`src/rtl/sct_pkg.sv`:
```
package sct_pkg;
  typedef enum logic {
    TX_IDLE = 1'b0,
    TX_SEND = 1'b1
  } tx_state_e;
endpackage

```
`src/rtl/sct_conv.sv`:
```
module sct_conv #(
  parameter int DATA_W = 8
) (
  input  logic [DATA_W-1:0] byte_in,
  input  logic              inverse_conv,
  input  logic              odd_parity,
  output logic [DATA_W:0]   line_bits
);
  logic par_true;

  assign par_true = (^byte_in) ^ odd_parity;

  for (genvar gi = 0; gi < DATA_W; gi++) begin : g_order
    assign line_bits[gi] = inverse_conv ? ~byte_in[DATA_W-1-gi] : byte_in[gi];
  end

  assign line_bits[DATA_W] = inverse_conv ? ~par_true : par_true;
endmodule

```
`src/rtl/sct_serializer.sv`:
```
module sct_serializer
  import sct_pkg::*;
#(
  parameter int DATA_W    = 8,
  parameter int GUARD_ETU = 2
) (
  input  logic            clk,
  input  logic            rst,
  input  logic            etu_tick,
  input  logic            go_ok,
  input  logic [DATA_W:0] frame_bits,
  input  logic            nack_in,
  output logic            line_low,
  output logic            busy,
  output logic            close_stb,
  output logic            close_nack
);
  localparam int LAST_ETU  = DATA_W + 1 + GUARD_ETU;
  localparam int CNT_W     = $clog2(LAST_ETU + 1);
  localparam int GUARD_ONE = DATA_W + 2;

  tx_state_e        state;
  logic [CNT_W-1:0] etu_cnt;
  logic [DATA_W:0]  shreg;
  logic             nack_seen;
  logic             in_guard;

  assign busy       = (state == TX_SEND);
  assign in_guard   = busy && (etu_cnt >= CNT_W'(GUARD_ONE));
  assign close_stb  = busy && etu_tick && (etu_cnt == CNT_W'(LAST_ETU));
  assign close_nack = nack_seen || nack_in;

  always_ff @(posedge clk) begin
    if (rst) begin
      state     <= TX_IDLE;
      etu_cnt   <= '0;
      shreg     <= '0;
      line_low  <= 1'b0;
      nack_seen <= 1'b0;
    end else begin
      if (in_guard && nack_in) nack_seen <= 1'b1;
      case (state)
        TX_IDLE: begin
          if (etu_tick && go_ok) begin
            state     <= TX_SEND;
            etu_cnt   <= '0;
            shreg     <= frame_bits;
            line_low  <= 1'b1;
            nack_seen <= 1'b0;
          end
        end
        default: begin
          if (etu_tick) begin
            if (etu_cnt == CNT_W'(LAST_ETU)) begin
              state    <= TX_IDLE;
              line_low <= 1'b0;
            end else begin
              etu_cnt <= etu_cnt + 1'b1;
              if (etu_cnt <= CNT_W'(DATA_W)) begin
                line_low <= ~shreg[0];
                shreg    <= shreg >> 1;
              end else begin
                line_low <= 1'b0;
              end
            end
          end
        end
      endcase
    end
  end

  p_start_low_r2: assert property (@(posedge clk) disable iff (rst)
    $rose(busy) |-> line_low);

  p_guard_released_r2: assert property (@(posedge clk) disable iff (rst)
    in_guard |-> !line_low);

  p_line_moves_on_tick_r2: assert property (@(posedge clk) disable iff (rst)
    !etu_tick |=> $stable(line_low));
endmodule

```
`src/rtl/sct_nack_ctr.sv`:
```
module sct_nack_ctr #(
  parameter int THR_W = 4
) (
  input  logic             clk,
  input  logic             rst,
  input  logic             en_set,
  input  logic             irq_clr,
  input  logic [THR_W-1:0] nack_limit,
  input  logic             close_stb,
  input  logic             close_nack,
  output logic             tx_enabled,
  output logic             irq_flag,
  output logic             fifo_pop,
  output logic             fifo_flush
);
  localparam logic [THR_W-1:0] CNT_MAX = '1;

  logic [THR_W-1:0] nack_cnt;
  logic [THR_W-1:0] cnt_next;
  logic             limit_hit;

  assign cnt_next  = (nack_cnt == CNT_MAX) ? nack_cnt : nack_cnt + 1'b1;
  assign limit_hit = (nack_limit != '0) && (cnt_next >= nack_limit);

  always_ff @(posedge clk) begin
    if (rst) begin
      tx_enabled <= 1'b0;
      irq_flag   <= 1'b0;
      fifo_pop   <= 1'b0;
      fifo_flush <= 1'b0;
      nack_cnt   <= '0;
    end else begin
      fifo_pop   <= 1'b0;
      fifo_flush <= 1'b0;
      if (irq_clr) irq_flag <= 1'b0;
      if (en_set) tx_enabled <= 1'b1;
      if (close_stb) begin
        if (!close_nack) begin
          fifo_pop <= 1'b1;
          nack_cnt <= '0;
        end else if (limit_hit) begin
          irq_flag   <= 1'b1;
          fifo_flush <= 1'b1;
          tx_enabled <= 1'b0;
          nack_cnt   <= '0;
        end else begin
          nack_cnt <= cnt_next;
        end
      end
    end
  end

  p_pop_flush_excl_r7: assert property (@(posedge clk) disable iff (rst)
    !(fifo_pop && fifo_flush));

  p_flush_disables_r9: assert property (@(posedge clk) disable iff (rst)
    fifo_flush |-> !tx_enabled);

  p_irq_with_flush_r9: assert property (@(posedge clk) disable iff (rst)
    $rose(irq_flag) |-> fifo_flush);

  p_zero_limit_no_flush_r10: assert property (@(posedge clk) disable iff (rst)
    (nack_limit == '0) && !close_stb |=> !fifo_flush);
endmodule

```
`src/rtl/sct_tx.sv`:
```
module sct_tx #(
  parameter int DATA_W    = 8,
  parameter int THR_W     = 4,
  parameter int GUARD_ETU = 2
) (
  input  logic              clk,
  input  logic              rst,
  input  logic              etu_tick,
  input  logic              en_set,
  input  logic              inverse_conv,
  input  logic              odd_parity,
  input  logic [THR_W-1:0]  nack_limit,
  input  logic              irq_clr,
  input  logic              fifo_empty,
  input  logic [DATA_W-1:0] fifo_data,
  input  logic              nack_in,
  output logic              fifo_pop,
  output logic              fifo_flush,
  output logic              tx_enabled,
  output logic              irq_flag,
  output logic              line_low
);
  logic [DATA_W:0] frame_bits;
  logic            go_ok;
  logic            busy;
  logic            close_stb;
  logic            close_nack;

  assign go_ok = tx_enabled && !fifo_empty && !fifo_pop && !fifo_flush;

  sct_conv #(.DATA_W(DATA_W)) u_conv (
    .byte_in      (fifo_data),
    .inverse_conv (inverse_conv),
    .odd_parity   (odd_parity),
    .line_bits    (frame_bits)
  );

  sct_serializer #(.DATA_W(DATA_W), .GUARD_ETU(GUARD_ETU)) u_ser (
    .clk        (clk),
    .rst        (rst),
    .etu_tick   (etu_tick),
    .go_ok      (go_ok),
    .frame_bits (frame_bits),
    .nack_in    (nack_in),
    .line_low   (line_low),
    .busy       (busy),
    .close_stb  (close_stb),
    .close_nack (close_nack)
  );

  sct_nack_ctr #(.THR_W(THR_W)) u_nack (
    .clk        (clk),
    .rst        (rst),
    .en_set     (en_set),
    .irq_clr    (irq_clr),
    .nack_limit (nack_limit),
    .close_stb  (close_stb),
    .close_nack (close_nack),
    .tx_enabled (tx_enabled),
    .irq_flag   (irq_flag),
    .fifo_pop   (fifo_pop),
    .fifo_flush (fifo_flush)
  );

  p_no_start_disabled_r12: assert property (@(posedge clk) disable iff (rst)
    $rose(busy) |-> $past(tx_enabled) && !$past(fifo_empty));
endmodule

```
`config.mk`:
```
export PLATFORM = sky130hd
export DESIGN_NAME = sct_tx
export DESIGN_NICKNAME = d
export VERILOG_FILES = /design/src/rtl/sct_pkg.sv /design/src/rtl/sct_conv.sv /design/src/rtl/sct_serializer.sv /design/src/rtl/sct_nack_ctr.sv /design/src/rtl/sct_tx.sv
export SDC_FILE = /design/constraint.sdc
export NUM_CORES = 1
export LEC_CHECK = 0
export BUFFER_PORTS_ARGS = -buffer_cell sky130_fd_sc_hd__clkbuf_2
export CORE_MARGIN = 4
export CORE_UTILIZATION = 28
export CTS_BUF_LIST = sky130_fd_sc_hd__clkbuf_4 sky130_fd_sc_hd__clkbuf_8
export DETAILED_ROUTE_END_ITERATION = 16
export GPL_ROUTABILITY_DRIVEN = 0
export PLACE_DENSITY = 0.48
export SLEW_MARGIN = 25
export SYNTH_ARGS = -nofsm -noshare
export SYNTH_HDL_FRONTEND = slang
export SYNTH_SLANG_ARGS = --single-unit
```
`constraint.sdc`:
```
create_clock -name clk -period 2.55 [get_ports clk]
set_clock_uncertainty 0.1 [all_clocks]
set_input_delay 0.3825 -clock clk [delete_from_list [all_inputs] [get_ports clk]]
set_output_delay 0.3825 -clock clk [all_outputs]
set_load 0.03 [all_outputs]
```
==> impl_metrics.ini, run 1 <==
[yosys]
netlist_area_sq_um = 1460
yosysWarnings = 0
synth-edff-count = 0
netlist_instances = 170
async_reset_ff_frac = 0
synth_fp_nets = 198
yosysSeqAreaShare = 0.330
avgSynthCellArea_sq_um = 8.57
synth_cell_type_count = 42
ys_ff_latch = 24
synth_flop_cell = dfxtp_1

[sta]
worst_slew_pin_slew_ps = 428
slew_headroom = 0.713
max_freq_mhz = 432
slew_violations = 0
min_period_over_period = 0.908
setup_tns_ps = 0
rsz0062_at_grt = no
setup_viol_count_final = 0
hold_viol_final = 0
timing.final.crit_period_ps = 2310

[clocking]
cts_tree = built
cts.sinks = 24
htree_levels = 1
cts_root_buf = clkbuf_8
clk_pin_slew_ps = 90
clk_latency_ps = 270
cts.repair.resized = 0
hold_buffers = 0
cts_setup_buffers = 0
cts_buffer_depth = 2
cts_buffers = 3

[global_routing]
grt_max_degree = 26
track_usage = 0.100
grt_pass1_vias = 1124
antenna_found_initial = 0
busiest_layer = met2
grt_pass1_wl_um = 5060
met1_usage = 0.130
grt_util_met3 = 0.0303
met2_usage = 0.161
globalRouteOverflowTotal = 0

[critical_path]
cp.arrival_ps = 2380
worst-setup-path-type = flip-flop to flip-flop
critPathMaxFanout = 5
start_kind = flip-flop
required_ps = 2620
end_kind = flip-flop

[routing]
dr.pass1.iters = 4
wl_per_cell_um = 11.5
drt_iter0_drc = 38
drc = 0
antenna_left = 0
vias = 1222
routed_wl_um = 3000
viasPerCell = 4.68

[layout]
synthToLayoutAreaGrowth_pct = 18.0
nNetsFinal = 223
diodes = 0
final_cell_mix = clkbuf_2 (25), dfxtp_1 (24), nor2_1 (22)
drive_above_1_share = 0.211
final_cell_count_no_fill = 261
layout_commonest_cell = clkbuf_2
fillerInstances = 547

[floorplanning]
ios = 26
fp.dieH_um = 80.2
die-width_um = 80.2
die_area_sq_um = 6420
initial_core_util = 0.299
row_count = 25
coreArea_sq_um = 4880

[placement]
placedCellCount = 257
placement.io_buffers = 25
dp_hpwl_um = 2320

[power_and_ir_drop]
peakVddDrop_mv = 0.200
pwr_density_cell_nw_per_um2 = 500
p_leak_nw = 0.771

[min_path]
min_path_type = primary input to flip-flop

[run]
maxCapViolCount = 0

[status]
status = completed
-- report_power, final --
group,total [mW],internal [mW],switching [mW]
clock,0.336,0.210,0.126
combinational,0.133,0.0628,0.0697
sequential,0.391,0.385,0.00598
-- path summary, 6_finish.rpt --
| check | start | endpoint | slack, ps | cells after the start |
|---|---|---|---|---|
| max | u_nack.nack_cnt[0]$_SDFFE_PP0P_ | u_nack.nack_cnt[2]$_SDFFE_PP0P_ | 240 | 8 |
| min reg2reg | u_nack.irq_flag$_SDFF_PP0_ | u_nack.irq_flag$_SDFF_PP0_ | 400 | 2 |
| max reg2reg | u_nack.nack_cnt[0]$_SDFFE_PP0P_ | u_nack.nack_cnt[2]$_SDFFE_PP0P_ | 240 | 8 |
| min | nack_in | u_nack.fifo_pop$_SDFF_PP0_ | 240 | 2 |
-- Yosys cell counts (2+ instances only) --
library cell / n / share of area
dfxtp_1: 24 / 0.33
xnor2_1: 8 / 0.048
nand3_1: 4 / 0.014
inv_1: 13 / 0.033
nand2_1: 12 / 0.031
a21oi_1: 6 / 0.021
ha_1: 7 / 0.060
a22o_1: 3 / 0.018
nor3_2: 2 / 0.014
nand2b_1: 2 / 0.0086
nor2_1: 22 / 0.057
nor2b_1: 4 / 0.017
a211oi_1: 8 / 0.041
o21ai_0: 6 / 0.021
xor2_1: 2 / 0.012
mux2i_1: 9 / 0.062
o21a_1: 2 / 0.010
nor3_1: 9 / 0.031
clkbuf_1: 4 / 0.010
-- per-stage QoR --
| stage | power, mW | area [sq um] | worst slack, ps | utilization | hold WS [ps] |
|---|---|---|---|---|---|
| after floorplan | 0.494 | 1460 | 314 | - | 340 |
| after global placement | 0.535 | 1640 | 179 | 0.337 | 382 |
| after detailed placement | 0.535 | 1640 | 183 | 0.337 | 381 |
| after CTS | 0.880 | 1720 | 158 | 0.352 | 219 |
| after global routing | 0.908 | 1720 | 25.0 | 0.353 | 224 |
| final | 0.860 | 1720 | 236 | 0.353 | 238 |
-- layer usage --
metal	vias up	wire length (um)
met2	24	1370
met1	552	1460
met4	0	19
met5	-	0
li1	644	-
met3	2	145
-- cells by family (layout without fill, tap and decap cells) --
| group | Yosys count | after routing | share of synthesized area |
|---|---|---|---|
| AO/OA/AOI/OAI | 36 | 36 | 0.178 |
| XOR/XNOR | 11 | 11 | 0.0755 |
| adder cells (fa/ha/maj) | 7 | 7 | 0.0601 |
| buffers and inverters | 20 | 44 | 0.0592 |
| flip-flops | 24 | 24 | 0.330 |
| multiplexers | 10 | 10 | 0.0695 |
| AND/OR/NAND/NOR | 62 | 62 | 0.228 |
-- registers in the layout, indices dropped and copies added, names as in the netlist --
name and flops:
u_ser.etu_cnt 4, u_ser.shreg 9, u_nack.fifo_pop 1, u_ser.busy 1, u_nack.nack_cnt 4, u_nack.tx_enabled 1, u_nack.irq_flag 1, u_ser.line_low 1
u_nack.fifo_flush 1, u_ser.nack_seen 1
-- critical path: stages (launching register included) --
cell      delay [ps]
dfxtp_1          360
ha_1             250
nand3_1          170
mux2_2           370
ha_1             290
a211oi_2          80
nor3_2           280
nor2_1           120
a22o_1           190
-- layout make-up --
type / count / area, sq um / share of cell area
sequential: 24 / 480 / 0.279
clock inverter: 1 / 30.0 / 0.0175
multi-input combinational: 126 / 896 / 0.521
timing repair buffer: 27 / 140 / 0.0815
tap: 67 / 83.8 / 0.0487
inverter: 13 / 48.8 / 0.0284
clock buffer: 3 / 41.3 / 0.0240
(Power assumes the default switching activity.)
==> run 2, diff against run 1 <==
--- a/config.mk
+++ b/config.mk
@@ -5,14 +5,16 @@
 export SDC_FILE = /design/constraint.sdc
 export NUM_CORES = 1
 export LEC_CHECK = 0
+export ABC_AREA = 1
 export BUFFER_PORTS_ARGS = -buffer_cell sky130_fd_sc_hd__clkbuf_2
 export CORE_MARGIN = 4
 export CORE_UTILIZATION = 28
 export CTS_BUF_LIST = sky130_fd_sc_hd__clkbuf_4 sky130_fd_sc_hd__clkbuf_8
+export CTS_CLUSTER_DIAMETER = 120
 export DETAILED_ROUTE_END_ITERATION = 16
 export GPL_ROUTABILITY_DRIVEN = 0
 export PLACE_DENSITY = 0.48
-export SLEW_MARGIN = 25
+export SLEW_MARGIN = 20
 export SYNTH_ARGS = -nofsm -noshare
 export SYNTH_HDL_FRONTEND = slang
 export SYNTH_SLANG_ARGS = --single-unit
==> run 2 against run 1 <==
- worst hold slack improved by 4.2 ps
- flip-flop and latch count did not move
- non-clock buffer count fell by 1
- clock power fell by 21%
- cell area rose by 3.3%
- fmax rose by 0.78%
- via count rose by 18%
- combinational power rose by 13%
- setup slack improved by 18 ps
- critical path type unchanged
- highest routed layer unchanged
==> impl_metrics.ini, run 2 <==
[status]
status = completed

[yosys]
netlist_instances = 230
ys_top_cells_by_count = nand2_1 (66), inv_1 (32), dfxtp_1 (24), o21ai_0 (17), a21oi_1 (15)
async_reset_ff_frac = 0
synth_flop_cell = dfxtp_1
synth_fp_nets = 258
avgSynthCellArea_sq_um = 6.63
yosysSeqAreaShare = 0.315
ys_ff_latch = 24
synthMostInstantiatedCell = nand2_1
synth_top_area_share = 0.315
synth-edff-count = 0
netlist_area_sq_um = 1520
synth_top_area_cell = dfxtp_1
yosysWarnings = 0
netlist_top_cells_area = dfxtp_1 (32%), nand2_1 (16%), inv_1 (7.9%), ha_1 (5.7%), o21ai_0 (5.6%)
synth_cell_type_count = 31

[layout]
final_cell_count_no_fill = 325
diodes = 0
drive_above_1_share = 0.200
layout_commonest_cell = nand2_1
largest-register = u_ser.shreg
nNetsFinal = 284
final_cell_mix = nand2_1 (65), inv_1 (32), clkbuf_2 (25)
top_regs = u_ser.shreg: 9 flops, u_nack.nack_cnt: 4 flops, u_ser.etu_cnt: 4 flops
post-route-util = 0.342
synthToLayoutAreaGrowth_pct = 16.7
largest_reg_flops = 9

[placement]
placedCellCount = 321
placement.io_buffers = 25
dp_hpwl_um = 2660
dpl_worst_slack_ps = 234

[global_routing]
grt_pass1_wl_um = 5780
antenna_found_initial = 0
track_usage = 0.108
grt_util_met3 = 0.0274
busiest_layer = met2
met1_usage = 0.139
grt_pass1_vias = 1353
grt_max_degree = 21
globalRouteOverflowTotal = 0
met2_usage = 0.183

[routing]
dr.pass1.iters = 4
routed_wl_um = 3250
drt_iter0_drc = 32
wl_per_cell_um = 9.99
viasPerCell = 4.43
antenna_left = 0
drc = 0
vias = 1439

[power_and_ir_drop]
peakVddDrop_mv = 0.211
p_leak_nw = 0.807
pwr_density_cell_nw_per_um2 = 457

[clocking]
cts_tree = built
clk_pin_slew_ps = 90
cts.sinks = 24
cts_buffer_depth = 2
cts_setup_buffers = 0
clk_latency_ps = 270
cts_buffers = 3
htree_levels = 1
cts_root_buf = clkbuf_8

[sta]
holdWs_ps = 242
rsz0062_at_grt = no
setup_viol_count_final = 0
min_period_over_period = 0.901
hold_viol_final = 0
fin_ws_ps = 253
slew_violations = 0
timing.final.crit_period_ps = 2300
max_freq_mhz = 435
setup_tns_ps = 0
worst_slew_pin_slew_ps = 457
slew_headroom = 0.695

[critical_path]
start_kind = flip-flop
reg2reg_depth = 13
worst-setup-path-type = flip-flop to flip-flop
critPathMaxFanout = 4
required_ps = 2650
slowest_delay_ps = 360
cp_cell_sequence = ha_1 -> nand2_1 -> inv_1 -> nand2_1 -> mux2_2 -> ha_1 -> inv_1 -> nor2_1 -> o211ai_1 -> nand3_1 -> nand2_2 -> nand3_1 -> a21oi_1
cp.arrival_ps = 2390
critPathTopFamily = simple AND/OR/NAND/NOR gates
path_buf_inv = 2
end_kind = flip-flop
reg2reg_to = u_nack.nack_cnt[2]$_SDFFE_PP0P_
r2r-start = u_nack.nack_cnt[0]$_SDFFE_PP0P_
cp_slowest_cell = mux2_2
regToRegSetupSlack_ps = 250

[floorplanning]
ios = 26
coreArea_sq_um = 5200
row_count = 26
die-width_um = 81.8
fp.dieH_um = 81.8
die_area_sq_um = 6690
initial_core_util = 0.293

[min_path]
min_path_type = primary input to flip-flop
min_path_cells = 3
min_from = en_set
min_to = u_nack.tx_enabled$_SDFF_PP0_

[run]
maxCapViolCount = 0
-- run 2: cells by family after synthesis --
family | after synthesis | share of synthesized area
AND/OR/NAND/NOR | 104 | 0.311
AO/OA/AOI/OAI | 47 | 0.179
buffers and inverters | 44 | 0.112
flip-flops | 24 | 0.315
adder cells (fa/ha/maj) | 7 | 0.0575
XOR/XNOR | 3 | 0.0172
multiplexers | 1 | 0.00739
-- run 2: how the worst max path moves through the flow --
stage                                          startpoint                         endpoint  cells past startpoint
final                     u_nack.nack_cnt[0]$_SDFFE_PP0P_  u_nack.nack_cnt[2]$_SDFFE_PP0P_                     13
after global routing      u_nack.nack_cnt[0]$_SDFFE_PP0P_  u_nack.nack_cnt[2]$_SDFFE_PP0P_                     13
after CTS                 u_nack.nack_cnt[0]$_SDFFE_PP0P_  u_nack.nack_cnt[2]$_SDFFE_PP0P_                     13
after detailed placement  u_nack.nack_cnt[0]$_SDFFE_PP0P_  u_nack.nack_cnt[2]$_SDFFE_PP0P_                     13
after global placement    u_nack.nack_cnt[0]$_SDFFE_PP0P_  u_nack.nack_cnt[1]$_SDFFE_PP0P_                     13
after floorplan           u_nack.nack_cnt[0]$_SDFFE_PP0P_  u_nack.nack_cnt[2]$_SDFFE_PP0P_                     13
-- run 2: report_power, final --
part	switching (mW)	internal, mW	total [mW]
clock	0.127	0.138	0.265
combinational	0.0955	0.0547	0.150
sequential	0.00748	0.389	0.396
total	0.230	0.582	0.812
-- run 2: worst register-to-register path, stage by stage (launching register included) --
cell and delay (ps):
dfxtp_1 330, ha_1 210, nand2_1 70, inv_1 50, nand2_1 100, mux2_2 360
ha_1 290, inv_1 60, nor2_1 30, o211ai_1 140, nand3_1 140, nand2_2 120
nand3_1 80, a21oi_1 140
-- run 2: metal layers --
metal / routed length, um / vias up
met5: 0 / -
met4: 14 / 0
met1: 1640 / 622
li1: - / 793
met3: 133 / 2
met2: 1460 / 22
-- run 2: metrics by stage --
stage          power (mW)  instance area, sq um
2_1_floorplan       0.512                  1520
3_3_place_gp        0.558                  1720
3_5_place_dp        0.558                  1720
4_1_cts             0.827                  1780
5_1_grt             0.867                  1780
6_report            0.812                  1780
-- run 2: cell type report --
class | count | area (sq um)
flip-flops and latches | 24 | 480
fillers | 589 | 3430
inverters | 39 | 148
well taps | 70 | 87.6
repair buffers | 26 | 133
multi-input cells | 162 | 875
clock buffers | 4 | 55.1
-- run 2: what timing repair did --
item | CTS | global route
setup endpoints to repair | 0 | 2
gates resized for setup | 0 | 1
hold buffers | 0 | 0
==> run 3, diff against run 2 <==
--- a/config.mk
+++ b/config.mk
@@ -5,7 +5,6 @@
 export SDC_FILE = /design/constraint.sdc
 export NUM_CORES = 1
 export LEC_CHECK = 0
-export ABC_AREA = 1
 export BUFFER_PORTS_ARGS = -buffer_cell sky130_fd_sc_hd__clkbuf_2
 export CORE_MARGIN = 4
 export CORE_UTILIZATION = 28
==> constraint.sdc (replaced) <==
create_clock -name clk -period 2.5 [get_ports clk]
set_clock_uncertainty 0.1 [all_clocks]
set_input_delay 0.375 -clock clk [delete_from_list [all_inputs] [get_ports clk]]
set_output_delay 0.375 -clock clk [all_outputs]
set_load 0.03 [all_outputs]
==> run 3 against run 2 <==
- total power is 8.0% higher
- sequential share of layout area rose by 0.86 points
- setup slack lost 63 ps
- first-iteration DRC count increased by 19%
- fmax shrank 0.56%
- largest power group unchanged
==> impl_metrics.ini, run 3 (same netlist as run 1, synthesis figures left out) <==
[status]
status = completed

[critical_path]
endpoint = u_nack.nack_cnt[2]$_SDFFE_PP0P_
end_kind = flip-flop
r2r-start = u_nack.nack_cnt[0]$_SDFFE_PP0P_
cp.arrival_ps = 2380
start_kind = flip-flop
regToRegSetupSlack_ps = 190
critPathMaxFanout = 5
required_ps = 2570
reg2reg_depth = 8
reg2reg_to = u_nack.nack_cnt[2]$_SDFFE_PP0P_
startpoint = u_nack.nack_cnt[0]$_SDFFE_PP0P_
worst-setup-path-type = flip-flop to flip-flop

[power_and_ir_drop]
power_switching_mw = 0.206
switching_share = 0.235
p_int_mw = 0.671
peakVddDrop_mv = 0.265
pwr-share-comb = 0.155
pwr_density_cell_nw_per_um2 = 509
p_seq_frac = 0.455
finalPower_mw = 0.877
p_leak_nw = 0.770
clkPwrFrac = 0.390

[sta]
worst_slew_pin_slew_ps = 429
rsz0062_at_grt = no
timing.final.crit_period_ps = 2310
slew_violations = 0
min_period_over_period = 0.924
max_freq_mhz = 433
setup_viol_count_final = 0
hold_viol_final = 0
setup_tns_ps = 0
slew_headroom = 0.713

[routing]
wl_per_cell_um = 11.4
antenna_left = 0
routed_wl_um = 2990
drc = 0
dr.pass1.iters = 4
viasPerCell = 4.66
vias = 1216
drt_iter0_drc = 38

[floorplanning]
die_area_sq_um = 6420
initial_core_util = 0.299
row_count = 25
ios = 26
coreArea_sq_um = 4880
fp.dieH_um = 80.2
die-width_um = 80.2

[clocking]
cts_root_buf = clkbuf_8
cts.sinks = 24
cts_tree = built
cts_buffer_depth = 2
clk_latency_ps = 270
cts_buffers = 3
clk_pin_slew_ps = 90
htree_levels = 1

[layout]
multi_input_area_sq_um = 898
largest-register = u_ser.shreg
largest_reg_flops = 9
final_cell_count_no_fill = 261
nNetsFinal = 223
final_cell_mix = clkbuf_2 (25), dfxtp_1 (24), nor2_1 (21)
top_regs = u_ser.shreg: 9 flops, u_nack.nack_cnt: 4 flops, u_ser.etu_cnt: 4 flops
drive_above_1_share = 0.216
layout_commonest_cell = clkbuf_2
fillerInstances = 530
synthToLayoutAreaGrowth_pct = 18.2
ff_latch_area_sq_um = 480
diodes = 0

[placement]
placedCellCount = 257
placement.io_buffers = 25
dp_hpwl_um = 2310

[run]
maxCapViolCount = 0

[global_routing]
grt_pass1_vias = 1127
grt_pass1_wl_um = 5080
globalRouteOverflowTotal = 0
grt_max_degree = 26
track_usage = 0.100
antenna_found_initial = 0

[min_path]
min_path_type = primary input to flip-flop
[run 3: changes by cell type in the layout (fill, tap and decap cells not counted), moves of 9 or more]
| cell | change |
|---|---|
| nand2_1 | -53 |
| inv_1 | -19 |
| nor2_1 | +11 |
| o21ai_0 | -11 |
| a21oi_1 | -9 |
| mux2i_1 | +9 |
[run 3: worst min path at each step]
stage                     slack (ps)                        from                          to  depth (start not counted)
after floorplan                  340  u_ser.nack_seen$_SDFF_PP0_  u_nack.fifo_pop$_SDFF_PP0_                          1
after global placement           380  u_nack.irq_flag$_SDFF_PP0_  u_nack.irq_flag$_SDFF_PP0_                          2
after detailed placement         380  u_ser.nack_seen$_SDFF_PP0_  u_nack.fifo_pop$_SDFF_PP0_                          1
after CTS                        210                     nack_in  u_nack.fifo_pop$_SDFF_PP0_                          2
after global routing             210                     nack_in  u_nack.fifo_pop$_SDFF_PP0_                          2
final                            230                     nack_in  u_nack.fifo_pop$_SDFF_PP0_                          2
[run 3: routing by layer]
layer  track usage  share of wire  up-vias  wire length [um]
met3        0.0314          0.056        2               167
met1         0.129           0.48      541              1440
li1              -              -      647                 -
met5             0              0        -                 0
met4        0.0253         0.0064        0                19
met2         0.161           0.45       26              1360
[run 3: cell type report]
class / count / area share
flip-flops and latches: 24 / 0.279
well taps: 67 / 0.0487
clock inverters: 1 / 0.0174
inverters: 13 / 0.0283
clock buffers: 3 / 0.0240
multi-input cells: 126 / 0.521
repair buffers: 27 / 0.0813
[run 3: power by group through the flow]
stage / registers (mW) / clock network (mW) / logic [mW]
after floorplan: 0.411 / 0 / 0.0928
after global placement: 0.408 / 0 / 0.137
after detailed placement: 0.408 / 0 / 0.138
after CTS: 0.399 / 0.358 / 0.138
after global routing: 0.401 / 0.375 / 0.154
final: 0.399 / 0.342 / 0.136
[run 3: critical path, stage by stage, from the launching register on]
cell and delay, ps:
dfxtp_1 360, ha_1 250, nand3_1 170, mux2_2 370, ha_1 290, a211oi_2 80
nor3_2 310, nor2_2 100, a22o_1 190
[run 3: timing repair]
item / 4_1_cts / 5_1_grt
hold buffers: 0 / 0
buffers inserted: 0 / 0
resized for setup: 0 / 2
endpoints found under the setup margin: 0 / 6
[run 3: through the flow]
| step | setup slack, ps | cell area, sq um | util | hold slack, ps |
|---|---|---|---|---|
| after detailed placement | 129 | 1640 | 0.337 | 384 |
| after global routing | 10.2 | 1720 | 0.353 | 214 |
| after global placement | 129 | 1640 | 0.337 | 382 |
| final | 191 | 1720 | 0.353 | 229 |
| after CTS | 100 | 1720 | 0.352 | 215 |
| after floorplan | 264 | 1460 | - | 340 |
